<file path="src/rtl/sar_scan_pkg.sv">
package sar_scan_pkg;
  localparam int unsigned LOW_W = 8;
  typedef enum logic {ST_IDLE = 1'b0, ST_BUSY = 1'b1} scan_st_e;
endpackage

</file>
<file path="src/rtl/scan_presc.sv">
module scan_presc #(
  parameter int unsigned SEL_W = 2,
  localparam int unsigned CNT_W = SEL_W + 1
) (
  input  logic             clk_i,
  input  logic             rst_ni,
  input  logic             run_i,
  input  logic [SEL_W-1:0] sel_i,
  output logic             tick_o
);
  logic [CNT_W-1:0] cnt_q;
  logic [CNT_W-1:0] lim;

  assign lim    = {sel_i, 1'b1};  // 2*(sel+1)-1
  assign tick_o = run_i && (cnt_q == lim);

  always_ff @(posedge clk_i or negedge rst_ni) begin
    if (!rst_ni)      cnt_q <= '0;
    else if (!run_i)  cnt_q <= '0;
    else if (tick_o)  cnt_q <= '0;
    else              cnt_q <= cnt_q + 1'b1;
  end
endmodule

</file>
<file path="src/rtl/sar_core.sv">
module sar_core #(
  parameter int unsigned RES_W = 10,
  localparam int unsigned IDX_W = $clog2(RES_W)
) (
  input  logic             clk_i,
  input  logic             rst_ni,
  input  logic             load_i,
  input  logic             tick_i,
  input  logic             cmp_i,
  output logic [RES_W-1:0] code_o,
  output logic             done_o,
  output logic [RES_W-1:0] result_o
);
  logic [RES_W-1:0] code_q, kept, trial;
  logic [IDX_W-1:0] idx_q;

  always_comb begin
    kept = code_q;
    kept[idx_q] = cmp_i;
    trial = '0;
    if (idx_q != '0) trial[idx_q - 1'b1] = 1'b1;
  end

  assign code_o   = code_q;
  assign result_o = kept;
  assign done_o   = tick_i && (idx_q == '0);

  always_ff @(posedge clk_i or negedge rst_ni) begin
    if (!rst_ni) begin
      code_q <= '0;
      idx_q  <= '0;
    end else if (load_i) begin
      code_q <= {1'b1, {(RES_W-1){1'b0}}};
      idx_q  <= IDX_W'(RES_W - 1);
    end else if (tick_i) begin
      code_q <= kept | trial;
      if (idx_q != '0) idx_q <= idx_q - 1'b1;
    end
  end
endmodule

</file>
<file path="src/rtl/scan_seq.sv">
module scan_seq
  import sar_scan_pkg::*;
#(
  parameter int unsigned N_CH = 8,
  localparam int unsigned CH_W = $clog2(N_CH)
) (
  input  logic            clk_i,
  input  logic            rst_ni,
  input  logic            trig_i,
  input  logic [N_CH-1:0] mask_i,
  input  logic            cont_i,
  input  logic            done_i,
  output logic            busy_o,
  output logic [CH_W-1:0] chan_o,
  output logic            load_o,
  output logic            wr_o,
  output logic            loop_end_o
);
  scan_st_e        st_q;
  logic [CH_W-1:0] chan_q, pick;
  logic [N_CH-1:0] pend_q, src, pend_d;
  logic            start, step, restart;

  assign busy_o     = (st_q == ST_BUSY);
  assign start      = !busy_o && trig_i && (|mask_i);
  assign wr_o       = busy_o && done_i;
  assign step       = wr_o && (|pend_q);
  assign loop_end_o = wr_o && !(|pend_q);
  assign restart    = loop_end_o && cont_i && (|mask_i);
  assign load_o     = start || step || restart;
  assign src        = step ? pend_q : mask_i;
  assign chan_o     = chan_q;

  // lowest set bit wins
  always_comb begin
    pick = '0;
    for (int i = N_CH - 1; i >= 0; i--)
      if (src[i]) pick = CH_W'(i);
    pend_d = src;
    pend_d[pick] = 1'b0;
  end

  always_ff @(posedge clk_i or negedge rst_ni) begin
    if (!rst_ni) begin
      st_q   <= ST_IDLE;
      chan_q <= '0;
      pend_q <= '0;
    end else if (load_o) begin
      st_q   <= ST_BUSY;
      chan_q <= pick;
      pend_q <= pend_d;
    end else if (loop_end_o) begin
      st_q   <= ST_IDLE;
    end
  end
endmodule

</file>
<file path="src/rtl/result_file.sv">
module result_file
  import sar_scan_pkg::*;
#(
  parameter int unsigned N_CH  = 8,
  parameter int unsigned RES_W = 10,
  localparam int unsigned CH_W = $clog2(N_CH),
  localparam int unsigned HI_W = RES_W - LOW_W
) (
  input  logic             clk_i,
  input  logic             rst_ni,
  input  logic             wr_i,
  input  logic [CH_W-1:0]  wr_ch_i,
  input  logic [RES_W-1:0] wr_data_i,
  input  logic             rd_en_i,
  input  logic [CH_W-1:0]  rd_ch_i,
  output logic [LOW_W-1:0] rd_low_o,
  output logic [HI_W-1:0]  rd_high_o
);
  logic [RES_W-1:0] res_q [N_CH];
  logic [HI_W-1:0]  hi_q;

  for (genvar g = 0; g < N_CH; g++) begin : g_ch
    always_ff @(posedge clk_i or negedge rst_ni) begin
      if (!rst_ni)                               res_q[g] <= '0;
      else if (wr_i && (wr_ch_i == CH_W'(g)))    res_q[g] <= wr_data_i;
    end
  end

  assign rd_low_o  = res_q[rd_ch_i][LOW_W-1:0];
  assign rd_high_o = hi_q;

  always_ff @(posedge clk_i or negedge rst_ni) begin
    if (!rst_ni)      hi_q <= '0;
    else if (rd_en_i) hi_q <= res_q[rd_ch_i][RES_W-1:LOW_W];
  end
endmodule

</file>
<file path="src/rtl/sar_scan_ctrl.sv">
module sar_scan_ctrl
  import sar_scan_pkg::*;
#(
  parameter int unsigned N_CH  = 8,
  parameter int unsigned RES_W = 10,
  parameter int unsigned SEL_W = 2,
  localparam int unsigned CH_W = $clog2(N_CH),
  localparam int unsigned HI_W = RES_W - LOW_W
) (
  input  logic             clk_i,
  input  logic             rst_ni,
  input  logic [N_CH-1:0]  chan_mask_i,
  input  logic             start_i,
  input  logic             cont_i,
  input  logic             ext_en_i,
  input  logic             ext_start_i,
  input  logic [SEL_W-1:0] presc_sel_i,
  input  logic             cmp_i,
  output logic [CH_W-1:0]  mux_sel_o,
  output logic [RES_W-1:0] dac_code_o,
  output logic             busy_o,
  output logic             irq_o,
  input  logic             rd_en_i,
  input  logic [CH_W-1:0]  rd_chan_i,
  output logic [LOW_W-1:0] rd_low_o,
  output logic [HI_W-1:0]  rd_high_o
);
  logic             ext_q, irq_q, trig;
  logic             tick, load, done, wr, loop_end;
  logic [RES_W-1:0] result;

  assign trig  = start_i || (ext_en_i && ext_start_i && !ext_q);
  assign irq_o = irq_q;

  always_ff @(posedge clk_i or negedge rst_ni) begin
    if (!rst_ni) begin
      ext_q <= 1'b0;
      irq_q <= 1'b0;
    end else begin
      ext_q <= ext_start_i;
      irq_q <= loop_end;
    end
  end

  scan_presc #(.SEL_W(SEL_W)) u_presc (
    .clk_i, .rst_ni, .run_i(busy_o), .sel_i(presc_sel_i), .tick_o(tick)
  );

  scan_seq #(.N_CH(N_CH)) u_seq (
    .clk_i, .rst_ni, .trig_i(trig), .mask_i(chan_mask_i), .cont_i,
    .done_i(done), .busy_o, .chan_o(mux_sel_o), .load_o(load),
    .wr_o(wr), .loop_end_o(loop_end)
  );

  sar_core #(.RES_W(RES_W)) u_sar (
    .clk_i, .rst_ni, .load_i(load), .tick_i(tick), .cmp_i,
    .code_o(dac_code_o), .done_o(done), .result_o(result)
  );

  result_file #(.N_CH(N_CH), .RES_W(RES_W)) u_res (
    .clk_i, .rst_ni, .wr_i(wr), .wr_ch_i(mux_sel_o), .wr_data_i(result),
    .rd_en_i, .rd_ch_i(rd_chan_i), .rd_low_o, .rd_high_o
  );
endmodule

</file>
<file path="config.mk">
export PLATFORM = sky130hd
export DESIGN_NAME = sar_scan_ctrl
export DESIGN_NICKNAME = d
export VERILOG_FILES = /design/src/rtl/sar_scan_pkg.sv /design/src/rtl/scan_presc.sv /design/src/rtl/sar_core.sv /design/src/rtl/scan_seq.sv /design/src/rtl/result_file.sv /design/src/rtl/sar_scan_ctrl.sv
export SDC_FILE = /design/constraint.sdc
export NUM_CORES = 1
export LEC_CHECK = 0
export ABC_AREA = 1
export BUFFER_PORTS_ARGS = -buffer_cell sky130_fd_sc_hd__buf_2
export CAP_MARGIN = 20
export CORE_UTILIZATION = 35
export DETAILED_ROUTE_END_ITERATION = 12
export GPL_TIMING_DRIVEN = 0
export PLACE_DENSITY = 0.52
export SYNTH_ARGS = -nofsm -noshare
export SYNTH_HDL_FRONTEND = slang
export SYNTH_SLANG_ARGS = --single-unit
</file>
<file path="constraint.sdc">
create_clock -name clk_i -period 3.7 [get_ports clk_i]
set_input_delay 0.37 -clock clk_i [delete_from_list [all_inputs] [get_ports clk_i]]
set_output_delay 0.37 -clock clk_i [all_outputs]
set_load 0.005 [all_outputs]
</file>
Word-level counts from Yosys, hierarchy flattened
Index checks and enable logic that the tools add are counted.
{"block": "classes", "n_addsub": 2, "n_lt_le_gt_ge": 7, "n_eq_ne": 8, "mux": 29, "bitwise": 4, "n_reduce_logical": 37}
{"op": "10-bit two-way mux", "count": 5}
{"op": "10-bit binary-select mux with 3-bit select", "count": 1}
{"op": "3-bit two-way mux", "count": 10}
{"op": "1-bit logical AND", "count": 22}
{"op": "8-bit OR reduction", "count": 2}
{"op": "3-bit equality test (second input constant)", "count": 4}
{"op": "4-bit two-way mux", "count": 3}
{"op": "10-bit bitwise mux", "count": 1}
{"op": "4-bit by 5-bit less-than comparator with 1-bit output (second input constant)", "count": 2}
{"op": "10-bit bitwise OR", "count": 1}
{"op": "8-bit bitwise AND", "count": 1}
{"op": "1-bit demux with 4-bit select", "count": 2}
{"op": "4-bit by 1-bit >= comparator with 1-bit output (second input constant)", "count": 2}
{"op": "8-bit two-way mux", "count": 1}
{"op": "8-bit inverter", "count": 1}
{"op": "3-bit by 2-bit equality test with 1-bit output (second input constant)", "count": 2}
{"op": "2-bit nonzero test", "count": 3}
{"op": "1-bit two-way mux", "count": 5}
{"op": "4-bit >= comparator (second input constant)", "count": 1}
{"op": "4-bit zero test", "count": 1}
{"op": "3-bit by 4-bit less-than comparator with 1-bit output (second input constant)", "count": 1}
{"op": "3-bit inverter with 4-bit output", "count": 1}
{"op": "4-bit nonzero test", "count": 1}
{"op": "4-bit by 1-bit subtractor with 4-bit output (second input constant)", "count": 1}
{"op": "9 further kinds", "count": 13}
{"block": "totals", "reg_bits": 113, "input_bits": 21, "output_inout_bits": 25, "word_cells": 104}

Longest topological paths before layout
Gate-level depths: netlist (run 1).
{"block": "depth", "depth_word": 20, "mapped_depth": 17}

Cells and area by module
From an unflattened synthesis (run 1), not the netlist that was laid out.
{"block": "unflattened", "cells_unflattened": 798, "area_unflattened_um2": 5980.7}
{"module": "result_file", "instances": 1, "cells_each": 462, "area_each_um2": 3711.1}
{"module": "sar_core", "instances": 1, "cells_each": 163, "area_each_um2": 1096.1}
{"module": "scan_seq", "instances": 1, "cells_each": 145, "area_each_um2": 932.1}
{"module": "scan_presc", "instances": 1, "cells_each": 22, "area_each_um2": 175.2}
{"module": "sar_scan_ctrl", "instances": 1, "cells_each": 6, "area_each_um2": 66.3}

Worst setup path before layout (run 1)
No wires, ideal clock.
{"block": "synth_timing", "path_kind": "register to register", "from": "register u_sar.idx_q[0]", "to": "register u_seq.pend_q[3]", "setup_time_ns": 0.116, "t_arrival_ns": 1.917, "required_time_ns": 3.584, "path_slack_ns": 1.667, "stages_incl_launch_ff": 17, "period_less_slack_ns": 2.033, "path_cell_list": "dfrtp_1 inv_1 ha_1 inv_1 nor2_4 nand3_4 buf_6 nand2_2 nand2_2 nand2_2 nand2_1 nand2_1 nand2_2 nor2_1 nand3_1 nand2_1 nand2_1"}
{"block": "synth_between", "elab_chain_cells": 19, "elab_cells_between_ends": 25, "classes_between": "order compare (2); mux (11); bitwise (2); reduce/logical (10)"}
{"element": "from (decl)", "line_no": "sar_core.sv:15", "text": "logic [IDX_W-1:0] idx_q;"}
{"element": "from (signal assigned)", "line_no": "sar_core.sv:34", "text": "idx_q <= IDX_W'(RES_W - 1);"}
{"element": "from (signal assigned)", "line_no": "sar_core.sv:37", "text": "if (idx_q != '0) idx_q <= idx_q - 1'b1;"}
{"element": "4-bit zero test *", "line_no": "sar_core.sv:26", "text": "assign done_o = tick_i && (idx_q == '0);"}
{"element": "1-bit logical AND *", "line_no": "sar_core.sv:26"}
{"element": "1-bit logical AND *", "line_no": "scan_seq.sv:26", "text": "assign wr_o = busy_o && done_i;"}
{"element": "1-bit logical AND", "line_no": "scan_seq.sv:27", "text": "assign step = wr_o && (|pend_q);"}
{"element": "8-bit two-way mux", "line_no": "scan_seq.sv:31", "text": "assign src = step ? pend_q : mask_i;"}
{"element": "3-bit two-way mux (8 in a row)", "line_no": "scan_seq.sv:38", "text": "if (src[i]) pick = CH_W'(i);"}
{"element": "3-bit by 4-bit less-than comparator with 1-bit output (implied by the code) or 3-bit by 1-bit >= comparator with 1-bit output (tied branches)", "line_no": "scan_seq.sv:40", "text": "pend_d[pick] = 1'b0;"}
{"element": "1-bit logical AND (implied by the code)", "line_no": "scan_seq.sv:40"}
{"element": "1-bit two-way mux (implied by the code)", "line_no": "scan_seq.sv:40"}
{"element": "1-bit demux with 3-bit select"}
{"element": "8-bit inverter (no line)"}
{"element": "8-bit bitwise AND (no line)"}
{"element": "to (signal assigned)", "line_no": "scan_seq.sv:51", "text": "pend_q <= pend_d;"}
{"element": "to (decl)", "line_no": "scan_seq.sv:21", "text": "logic [N_CH-1:0] pend_q, src, pend_d;"}
Every way passes the cells marked *; elsewhere a longest branch is shown, timed or not.
A chain may end at the register's enable or synchronous reset.

Worst setup path in the final report (run 1)
{"block": "layout_timing", "from": "input port rd_chan_i[0]", "to": "output port rd_low_o[4]"}
{"block": "layout_between", "elab_chain_cells": 4}
{"element": "from (decl)", "line_no": "sar_scan_ctrl.sv:24", "text": "input logic [CH_W-1:0] rd_chan_i,"}
{"element": "3-bit inverter with 4-bit output (implied by the code)", "line_no": "result_file.sv:29", "text": "assign rd_low_o = res_q[rd_ch_i][LOW_W-1:0];"}
{"element": "10-bit binary-select mux with 3-bit select", "line_no": "result_file.sv:29"}
{"element": "10-bit two-way mux (implied by the code) (2 in a row)", "line_no": "result_file.sv:29"}
{"element": "to (decl)", "line_no": "sar_scan_ctrl.sv:25", "text": "output logic [LOW_W-1:0] rd_low_o,"}
Every way passes these cells. The select of a mux whose other input is x is not followed.

==> flow_summary.json, run 1 <==
{
  "status": "finished, final reports clean",
  "power_frac_comb_pct": 31.5,
  "wl_um": 15900,
  "cts_buffers": 17,
  "grt_max_degree": 60,
  "rsz0062_at_grt": "no",
  "r2r_cells": 10,
  "crit_required_ns": 3.33,
  "path_delay_family": "buffers and inverters",
  "cts_tree": "done",
  "timing.final.ws_setup_ns": 1.09,
  "timing.setup.tns_ns": 0,
  "start_util_pct": 36.1,
  "gp_congestion": 0.899,
  "clock-sinks": 113,
  "grt_overflow_total": 0,
  "syn_avg_cell_area_um2": 8.02,
  "cts_resized": 0,
  "cts_root_buf": "clkbuf_16",
  "die_h_um": 130,
  "yosys_warnings": 0,
  "final_nets": 810,
  "startpoint_type": "input pin",
  "peakVddDrop_mv": 0.332,
  "hold_viol": 0,
  "critical_path_class": "input pin to primary output",
  "synth_area_leader_cell": "dfrtp_1",
  "cts_setup_buffers": 0,
  "post-dp-hpwl_um": 11700,
  "clockBufferDepth": 2,
  "synth.top_cell.area_share_pct": 49.1,
  "rows": 46,
  "instances_no_fill": 1010,
  "cp-end-kind": "primary output",
  "met3_usage_pct": 4.22,
  "maxSlewHeadroom_pct": 58.5,
  "r2r_end": "u_res.res_q[24]",
  "synth_edf_count": 0,
  "yosys.cell_count.top_type": "nand2_1",
  "power.total_uw": 5170,
  "p_sw_uw": 1910,
  "power.internal_uw": 3270,
  "yosysUniqueCellTypes": 40,
  "p_seq_share_pct": 33.9,
  "cpMostUsedCell": "clkbuf_1",
  "cp_max_fo": 10,
  "rrSetupSlack_ns": 1.16,
  "layout-drive-gt1-share_pct": 14.2,
  "yosys_register_bits": 113,
  "synth_cells": 718,
  "synthTopCellsByCount": "nand2_1 (169), dfrtp_1 (113), o21ai_0 (109)",
  "dr.pass1.iters": 5,
  "ios": 46,
  "grt_pass1_vias": 5063,
  "wl_per_cell_um": 15.7,
  "crit_arrival_ns": 2.24,
  "port_buffers": 42,
  "ys_seq_area_share_pct": 49.1,
  "crit_buf_inv": 4,
  "switching_share_pct": 36.9,
  "p_leak_uw": 0.00326,
  "drt-vias-per-instance": 5.07,
  "postSynth.asyncResetShare_pct": 100,
  "netlist_area_mm2": 0.00576,
  "power_density_mw_per_mm2": 747,
  "drt_iter0_drc": 444,
  "grt_use_met2_pct": 32.8,
  "fmax_mhz": 384,
  "grt_antenna_before_repair": 0,
  "cp_cell_sequence": "clkbuf_1 -> clkbuf_1 -> buf_1 -> o211ai_1 -> a31oi_1 -> buf_2",
  "crit_path_top_delay_cell": "clkbuf_1",
  "synth.top_cells.by_area": "dfrtp_1 (49%), nand2_1 (11%), o21ai_0 (9.5%)",
  "cpPeakStageDelay_ns": 0.50,
  "final_util_pct": 43.4,
  "diodes": 0,
  "crit_start": "rd_chan_i[0]",
  "min_period_over_period_pct": 70.5,
  "drc_errors": 0,
  "core_area_mm2": 0.0159,
  "path_depth": 6,
  "dp.cells": 977,
  "drv_slew": 0,
  "grtUsageTotal_pct": 20.3,
  "synthFlopType": "dfrtp_1",
  "ctsHtreeMaxLevel": 4,
  "min_period_ns": 2.61,
  "crit_path_end": "rd_low_o[4]",
  "grt_pass1_wl_um": 25900,
  "fillerInstances": 1626,
  "detailedPlace.worstSlack_ns": 1.13,
  "insertion_delay_ns": 0.41,
  "worst-slew-pin-transition_ns": 0.622,
  "busiest_layer": "met2",
  "r2r-start": "u_sar.idx_q[1]",
  "maxCapViolCount": 0,
  "skew_ns": 0.00970,
  "min_path_type": "input pin to flop",
  "hold_start": "ext_start_i",
  "clock_power_share_pct": 34.6,
  "detailroute.via_count": 5122,
  "fp.dieW_um": 130,
  "final_antenna_net_count": 0,
  "met1_usage_pct": 26.8,
  "clk_pin_slew_ns": 0.06,
  "setup_viol": 0,
  "die-area_mm2": 0.0170,
  "area_growth_pct": 20.3,
  "syn-num-nets": 747
}
worst register-to-register path: cells and delay by family, from the launching register on:
family,cells,cell delay (ns)
adder cells (fa/ha/maj),1,0.29
buffers and inverters,4,0.75
AO/OA/AOI/OAI,1,0.15
flip-flops,1,0.42
AND/OR/NAND/NOR,4,0.78
power by group through the flow:
stage	logic (uW)	registers (uW)	clock network, uW
global route	1840	1790	1880
global placement	1590	1760	0
CTS	1640	1750	1820
floorplan	1120	1730	0
detailed placement	1640	1770	0
finish	1630	1760	1790
what timing repair did:
item,CTS,global route
hold endpoints to repair,54,0
hold buffers,1,0
endpoints found under the setup margin,0,0
through the flow:
stage	area, um^2	hold slack [ns]
6_report	6930	0.0711
5_1_grt	6930	0.0623
4_1_cts	6930	0.0594
3_5_place_dp	6270	0.376
3_3_place_gp	6240	0.462
2_1_floorplan	5760	0.0744
layout make-up:
type,count,area [um^2],share of cell area (%)
flip-flops and latches,113,2830,40.8
inverters,73,274,3.96
repair buffers,44,254,3.67
well taps,216,270,3.90
clock inverters,11,175,2.53
clock buffers,21,470,6.79
multi-input cells,494,2480,35.8
plain buffers,38,173,2.49
cell usage in the layout (no fill, tap or decap), drive strengths merged, types with 3 or more instances in the layout:
cell and instances:
a21oi 11, a311oi 8, a31oi 8, buf 55, bufinv 4, clkbuf 47, clkinv 3, dfrtp 113
ha 8, inv 75, nand2 181, nand3 26, nand4 5, nor2 83, nor3 5, o211ai 11
o21a 11, o21ai 116, o22ai 3, o32ai 9
how the worst min path moves through the flow:
stage	slack (ns)	depth (start not counted)	endpoint
final	0.07	1	ext_q
after global routing	0.06	1	ext_q
after CTS	0.06	1	ext_q
after detailed placement	0.38	1	u_sar.code_o[6]
after global placement	0.46	2	u_res.res_q[51]
after floorplan	0.07	0	ext_q
cells by family after synthesis:
| family | after synthesis | share of synthesized area (%) |
|---|---|---|
| adders and majority gates | 8 | 1.74 |
| AOI/OAI and AO/OA | 179 | 18.3 |
| muxes | 1 | 0.174 |
| xor gates and xnor gates | 3 | 0.457 |
| buffers and inverters | 111 | 7.76 |
| and+or+nand+nor | 303 | 22.4 |
| DFF | 113 | 49.1 |
metal layers:
layer  share of wire (%)  up-vias  wire, um
li1                    -     2484         -
met1                  47     2495      7450
met2                  47      123      7480
met3                 4.7       20       752
met4                 1.4        0       215
met5                   0        -         0
registers in the layout (all words and copies together) (netlist names):
register	count
u_sar.idx_q	4
u_sar.code_o	10
ext_q	1
u_seq.pend_q	8
u_res.res_q	80
u_res.rd_high_o	2
irq_o	1
u_seq.busy_o	1
u_presc.cnt_q	3
u_seq.chan_o	3
(Power assumes the default switching activity.)
==> inputs of run 2 (changes only) <==
ABC_AREA = 0   (was 1)
clock period = 2.7 ns   (was 3.7 ns; I/O delays follow)
==> flow_summary.json, run 2 <==
{
  "status": "finished, violations left",
  "violations": "setup timing",
  "min_period_ns": 2.70,
  "post-dp-hpwl_um": 10200,
  "layout-drive-gt1-share_pct": 24.4,
  "min_path_type": "input pin to flop",
  "cp-end-kind": "flop",
  "power.total_uw": 6890,
  "netlist_area_mm2": 0.00559,
  "power_frac_comb_pct": 30.4,
  "die-area_mm2": 0.0165,
  "die_h_um": 128,
  "grtUsageTotal_pct": 20.0,
  "synth_cells": 550,
  "drc_errors": 0,
  "drv_slew": 0,
  "met1_usage_pct": 26.3,
  "ys_seq_area_share_pct": 50.6,
  "p_seq_share_pct": 35.4,
  "final_util_pct": 45.6,
  "yosys.cell_count.top_type": "dfrtp_1",
  "insertion_delay_ns": 0.42,
  "cts_root_buf": "clkbuf_16",
  "wl_per_cell_um": 18.1,
  "postSynth.asyncResetShare_pct": 100,
  "grt_max_degree": 68,
  "mostFrequentLayoutCells": "dfrtp_1 (111), nand2_1 (79), nor2_1 (70)",
  "synthTopCellsByCount": "dfrtp_1 (113), nand2_1 (80), nor2_1 (70)",
  "port_buffers": 41,
  "p_leak_uw": 0.00314,
  "crit_path_top_delay_cell": "or4_4",
  "timing.setup.tns_ns": -0.000528,
  "cts_buffers": 17,
  "cpPeakStageDelay_ns": 0.51,
  "peakVddDrop_mv": 0.518,
  "cp_cell_sequence": "inv_4 -> ha_4 -> or3b_4 -> or4_4 -> nor4_4 -> o31ai_2 -> a21o_1 -> nor3_1 -> o31ai_1",
  "p_sw_uw": 2390,
  "drt_iter0_drc": 236,
  "start_util_pct": 36.4,
  "crit_arrival_ns": 3.01,
  "grt_overflow_total": 0,
  "fmax_mhz": 370,
  "gp_congestion": 0.834,
  "critical_path_class": "flop to flop",
  "yosysUniqueCellTypes": 53,
  "core_area_mm2": 0.0154,
  "maxCapViolCount": 0,
  "clockBufferDepth": 2,
  "rsz0062_at_grt": "yes",
  "detailroute.via_count": 4560,
  "startpoint_type": "flop",
  "synth_area_leader_cell": "dfrtp_1",
  "area_growth_pct": 25.3,
  "cp_max_fo": 5,
  "synth_edf_count": 0,
  "min_period_over_period_pct": 100,
  "grt_pass1_vias": 4557,
  "syn-num-nets": 579,
  "grt_pass1_wl_um": 24600,
  "setup_viol": 1,
  "largest_register_ffs": 80,
  "clock-sinks": 113,
  "max_flop_register": "u_res.res_q",
  "hold_slack_ns": 0.0480,
  "hold_viol": 0,
  "power_density_mw_per_mm2": 984,
  "cts_tree": "done",
  "synth.top_cell.area_share_pct": 50.6,
  "busiest_layer": "met2",
  "yosys_warnings": 0,
  "clock_power_share_pct": 34.1,
  "final_common_cell": "dfrtp_1",
  "final_nets": 655,
  "worst-slew-pin-transition_ns": 0.976,
  "power.internal_uw": 4500,
  "maxSlewHeadroom_pct": 35.0,
  "diodes": 0,
  "ctsHtreeMaxLevel": 4,
  "synthFlopType": "dfrtp_1",
  "crit_required_ns": 3.01,
  "drt-vias-per-instance": 5.36,
  "ios": 46,
  "fp.dieW_um": 128,
  "synth.top_cells.by_area": "dfrtp_1 (51%), mux4_2 (8.1%), nand2_1 (5.4%)",
  "grt_antenna_before_repair": 0,
  "skew_ns": 0.00775,
  "grt_use_met2_pct": 32.4,
  "syn_avg_cell_area_um2": 10.2,
  "yosys_register_bits": 113,
  "dr.pass1.iters": 7,
  "rows": 45,
  "met3_usage_pct": 4.49,
  "switching_share_pct": 34.7,
  "clk_pin_slew_ns": 0.06,
  "detailedPlace.worstSlack_ns": -0.505,
  "timing.final.ws_setup_ns": -0.000528,
  "wl_um": 15400,
  "final_antenna_net_count": 0
}
==> run 2: area by class of cell <==
type | instances | area (um^2)
Buffer | 33 | 189
Clock buffer | 21 | 470
Clock inverter | 11 | 155
Fill cell | 1477 | 8370
Inverter | 7 | 31.3
Multi-Input combinational cell | 396 | 2680
Sequential cell | 113 | 2830
Tap cell | 211 | 264
Timing Repair Buffer | 58 | 379
==> run 2: critical path: cells and delay by family (launching register included) <==
kind	cells	cell delay, ns
AOI/OAI and AO/OA	3	0.46
adders and majority gates	1	0.12
buffers and inverters	1	0.08
DFF	1	0.43
and+or+nand+nor	4	1.48
==> run 2: timing repair <==
action | 4_1_cts | 5_1_grt
buffers inserted | 5 | 7
gates cloned | 0 | 2
resized for setup | 25 | 9
hold buffers | 2 | 0
pin swaps | 3 | 3
setup endpoints to repair | 85 | 71
endpoints found under the hold margin | 47 | 0
==> run 2: cell families after synthesis <==
| kind of cell | synth area share, % |
|---|---|
| buffers and inverters | 3.38 |
| multiplexers | 12.6 |
| XOR/XNOR | 0.627 |
| adder cells (fa/ha/maj) | 1.79 |
| AO/OA/AOI/OAI | 14.5 |
| flip-flops | 50.6 |
| AND/OR/NAND/NOR | 16.5 |
==> run 2: final timing paths <==
path / from / endpoint / slack, ns / cells past startpoint
max: u_sar.idx_q[1] / u_seq.pend_q[1] / -0.0005 / 9
min: rd_en_i / u_res.rd_high_o[0] / 0.05 / 2
max reg2reg: u_sar.idx_q[1] / u_seq.pend_q[1] / -0.0005 / 9
min reg2reg: u_res.res_q[1] / u_res.res_q[1] / 0.48 / 2
max in group asynchronous: rst_ni / u_sar.idx_q[1] / 1.64 / 3
min in group asynchronous: rst_ni / u_res.res_q[73] / 0.35 / 2
==> run 2: per-layer routing <==
layer	vias to the layer above	share of wire [%]
li1	2128	-
met3	24	5.0
met5	-	0
met2	134	48
met1	2274	45
met4	0	1.6
==> run 2: power groups by stage <==
stage / registers (uW) / logic, uW / clock network, uW
after floorplan: 2380 / 1360 / 0
after global placement: 2450 / 1890 / 0
after detailed placement: 2460 / 1940 / 0
after CTS: 2430 / 2050 / 2380
after global routing: 2500 / 2350 / 2470
final: 2440 / 2100 / 2350
==> run 2: stage by stage <==
step,std cells,instance area [um^2]
CTS,842,6890
finish,850,7000
detailed placement,803,6110
global placement,802,6070
floorplan,550,5600
global route,850,7000
==> inputs of run 3 (changes only) <==
BUFFER_PORTS_ARGS = default   (was -buffer_cell sky130_fd_sc_hd__buf_2)
DONT_BUFFER_PORTS = 1   (was default)
PLACE_DENSITY = 0.5   (was 0.52)
==> flow_summary.json, run 3 (same netlist as run 2, synthesis figures left out) <==
{
  "final_common_cell": "dfrtp_1",
  "wl_per_cell_um": 19.5,
  "timing.setup.tns_ns": -0.0712,
  "timing.final.ws_setup_ns": -0.0398,
  "crit_start": "u_sar.idx_q[1]",
  "die-area_mm2": 0.0165,
  "fmax_mhz": 365,
  "detailedPlace.worstSlack_ns": -0.511,
  "min_period_over_period_pct": 101,
  "peakVddDrop_mv": 0.511,
  "setup_viol": 4,
  "maxSlewHeadroom_pct": 33.4,
  "violations": "hold timing, setup timing",
  "p_leak_uw": 0.00296,
  "clock-sinks": 113,
  "ios": 46,
  "crit_arrival_ns": 3.03,
  "skew_ns": 0.00782,
  "postCtsHoldBufs": 2,
  "cts_root_buf": "clkbuf_16",
  "drc_errors": 0,
  "switching_share_pct": 34.1,
  "multiInputGateArea_mm2": 0.00271,
  "startpoint_type": "flop",
  "grt_max_degree": 114,
  "crit_required_ns": 3.00,
  "final_antenna_net_count": 0,
  "cts_tree": "done",
  "gp_congestion": 0.842,
  "largest_register_ffs": 80,
  "dr.pass1.iters": 5,
  "fillerInstances": 1487,
  "start_util_pct": 36.4,
  "maxCapViolCount": 0,
  "grt_pass1_wl_um": 25000,
  "p_seq_share_pct": 36.4,
  "status": "finished, violations left",
  "hold_slack_ns": -0.442,
  "port_buffers": 0,
  "post-dp-hpwl_um": 10100,
  "power.internal_uw": 4460,
  "power_density_mw_per_mm2": 1000,
  "insertion_delay_ns": 0.42,
  "min_period_ns": 2.74,
  "drv_slew": 0,
  "layout-drive-gt1-share_pct": 19.6,
  "rsz0062_at_grt": "yes",
  "clock_power_share_pct": 35.3,
  "final_nets": 612,
  "cp_max_fo": 5,
  "ctsHtreeMaxLevel": 4,
  "detailroute.via_count": 4362,
  "cp-end-kind": "flop",
  "die_h_um": 128,
  "p_sw_uw": 2310,
  "area_growth_pct": 21.1,
  "critical_path_class": "flop to flop",
  "clockBufferDepth": 2,
  "min_path_type": "input pin to async pin",
  "power_frac_comb_pct": 28.3,
  "drt-vias-per-instance": 5.41,
  "dp.cells": 761,
  "worst-slew-pin-transition_ns": 0.971,
  "max_flop_register": "u_res.res_q",
  "drt_iter0_drc": 289,
  "grt_antenna_before_repair": 0,
  "diodes": 0,
  "seqCellArea_mm2": 0.00283,
  "instances_no_fill": 807,
  "power.total_uw": 6770,
  "grt_pass1_vias": 4448,
  "r2r-start": "u_sar.idx_q[1]",
  "fp.dieW_um": 128,
  "cts_buffers": 17,
  "hold_viol": 113,
  "mostFrequentLayoutCells": "dfrtp_1 (111), nand2_1 (79), nor2_1 (70)",
  "grtUsageTotal_pct": 20.8,
  "grt_overflow_total": 0,
  "clk_pin_slew_ns": 0.05,
  "wl_um": 15700,
  "rows": 45,
  "core_area_mm2": 0.0154
}
## run 3: worst paths after layout
kind | to | slack, ns | depth (start not counted)
min in group clk_i | u_res.rd_high_o[1] | 0.02 | 2
setup reg to reg | u_seq.pend_q[3] | -0.04 | 10
setup / recovery | u_seq.pend_q[3] | -0.04 | 10
max in group asynchronous | u_sar.idx_q[0] | 2.95 | 0
hold reg to reg | u_res.res_q[56] | 0.48 | 2
hold / removal | u_res.res_q[73] | -0.44 | 0
## run 3: worst max-delay path, stage by stage (launching register included)
cell and delay (ns):
dfrtp_2 0.42, inv_4 0.07, ha_4 0.13, or3b_1 0.36, buf_6 0.14, or4_4 0.46, a221oi_4 0.33, o31ai_2 0.14
a21o_1 0.28, o211ai_1 0.21, nand2_1 0.08
## run 3: cell type report
class,instances,area share [%]
sequential,113,41.8
multi-input combinational,396,40.0
clock buffer,20,6.60
tap,211,3.90
buffer,34,2.88
clock inverter,12,2.70
timing repair buffer,14,1.63
inverter,7,0.462
## run 3: power groups by stage
stage / registers [uW] / clock network (uW) / logic, uW
floorplan: 2380 / 0 / 1360
global placement: 2480 / 0 / 1710
detailed placement: 2500 / 0 / 1730
CTS: 2460 / 2430 / 1860
global route: 2530 / 2520 / 2130
finish: 2460 / 2390 / 1920
## run 3: metrics by stage
stage / utilization, % / instance area [um^2] / hold slack [ns]
final: 44.0 / 6770 / -0.442
after global routing: 44.0 / 6770 / -0.468
after CTS: 43.3 / 6650 / -0.463
after detailed placement: 38.2 / 5870 / -0.0168
after global placement: 38.2 / 5870 / -0.0173
after floorplan: - / 5600 / -0.0256
## run 3: timing repair
| item | in CTS | in global routing |
|---|---|---|
| setup buffers | 8 | 4 |
| pin swaps | 6 | 10 |
| resized for setup | 19 | 31 |
| endpoints found under the setup margin | 95 | 61 |
| endpoints found under the hold margin | 116 | 113 |
## run 3: metal layers
layer	share of wire [%]	global-route usage (%)	wire (um)	up-vias
met5	0	0	0	-
li1	-	-	-	2034
met3	6.2	5.78	979	12
met1	43	26.7	6700	2194
met2	50	33.9	7900	122
met4	0.99	6.71	156	0
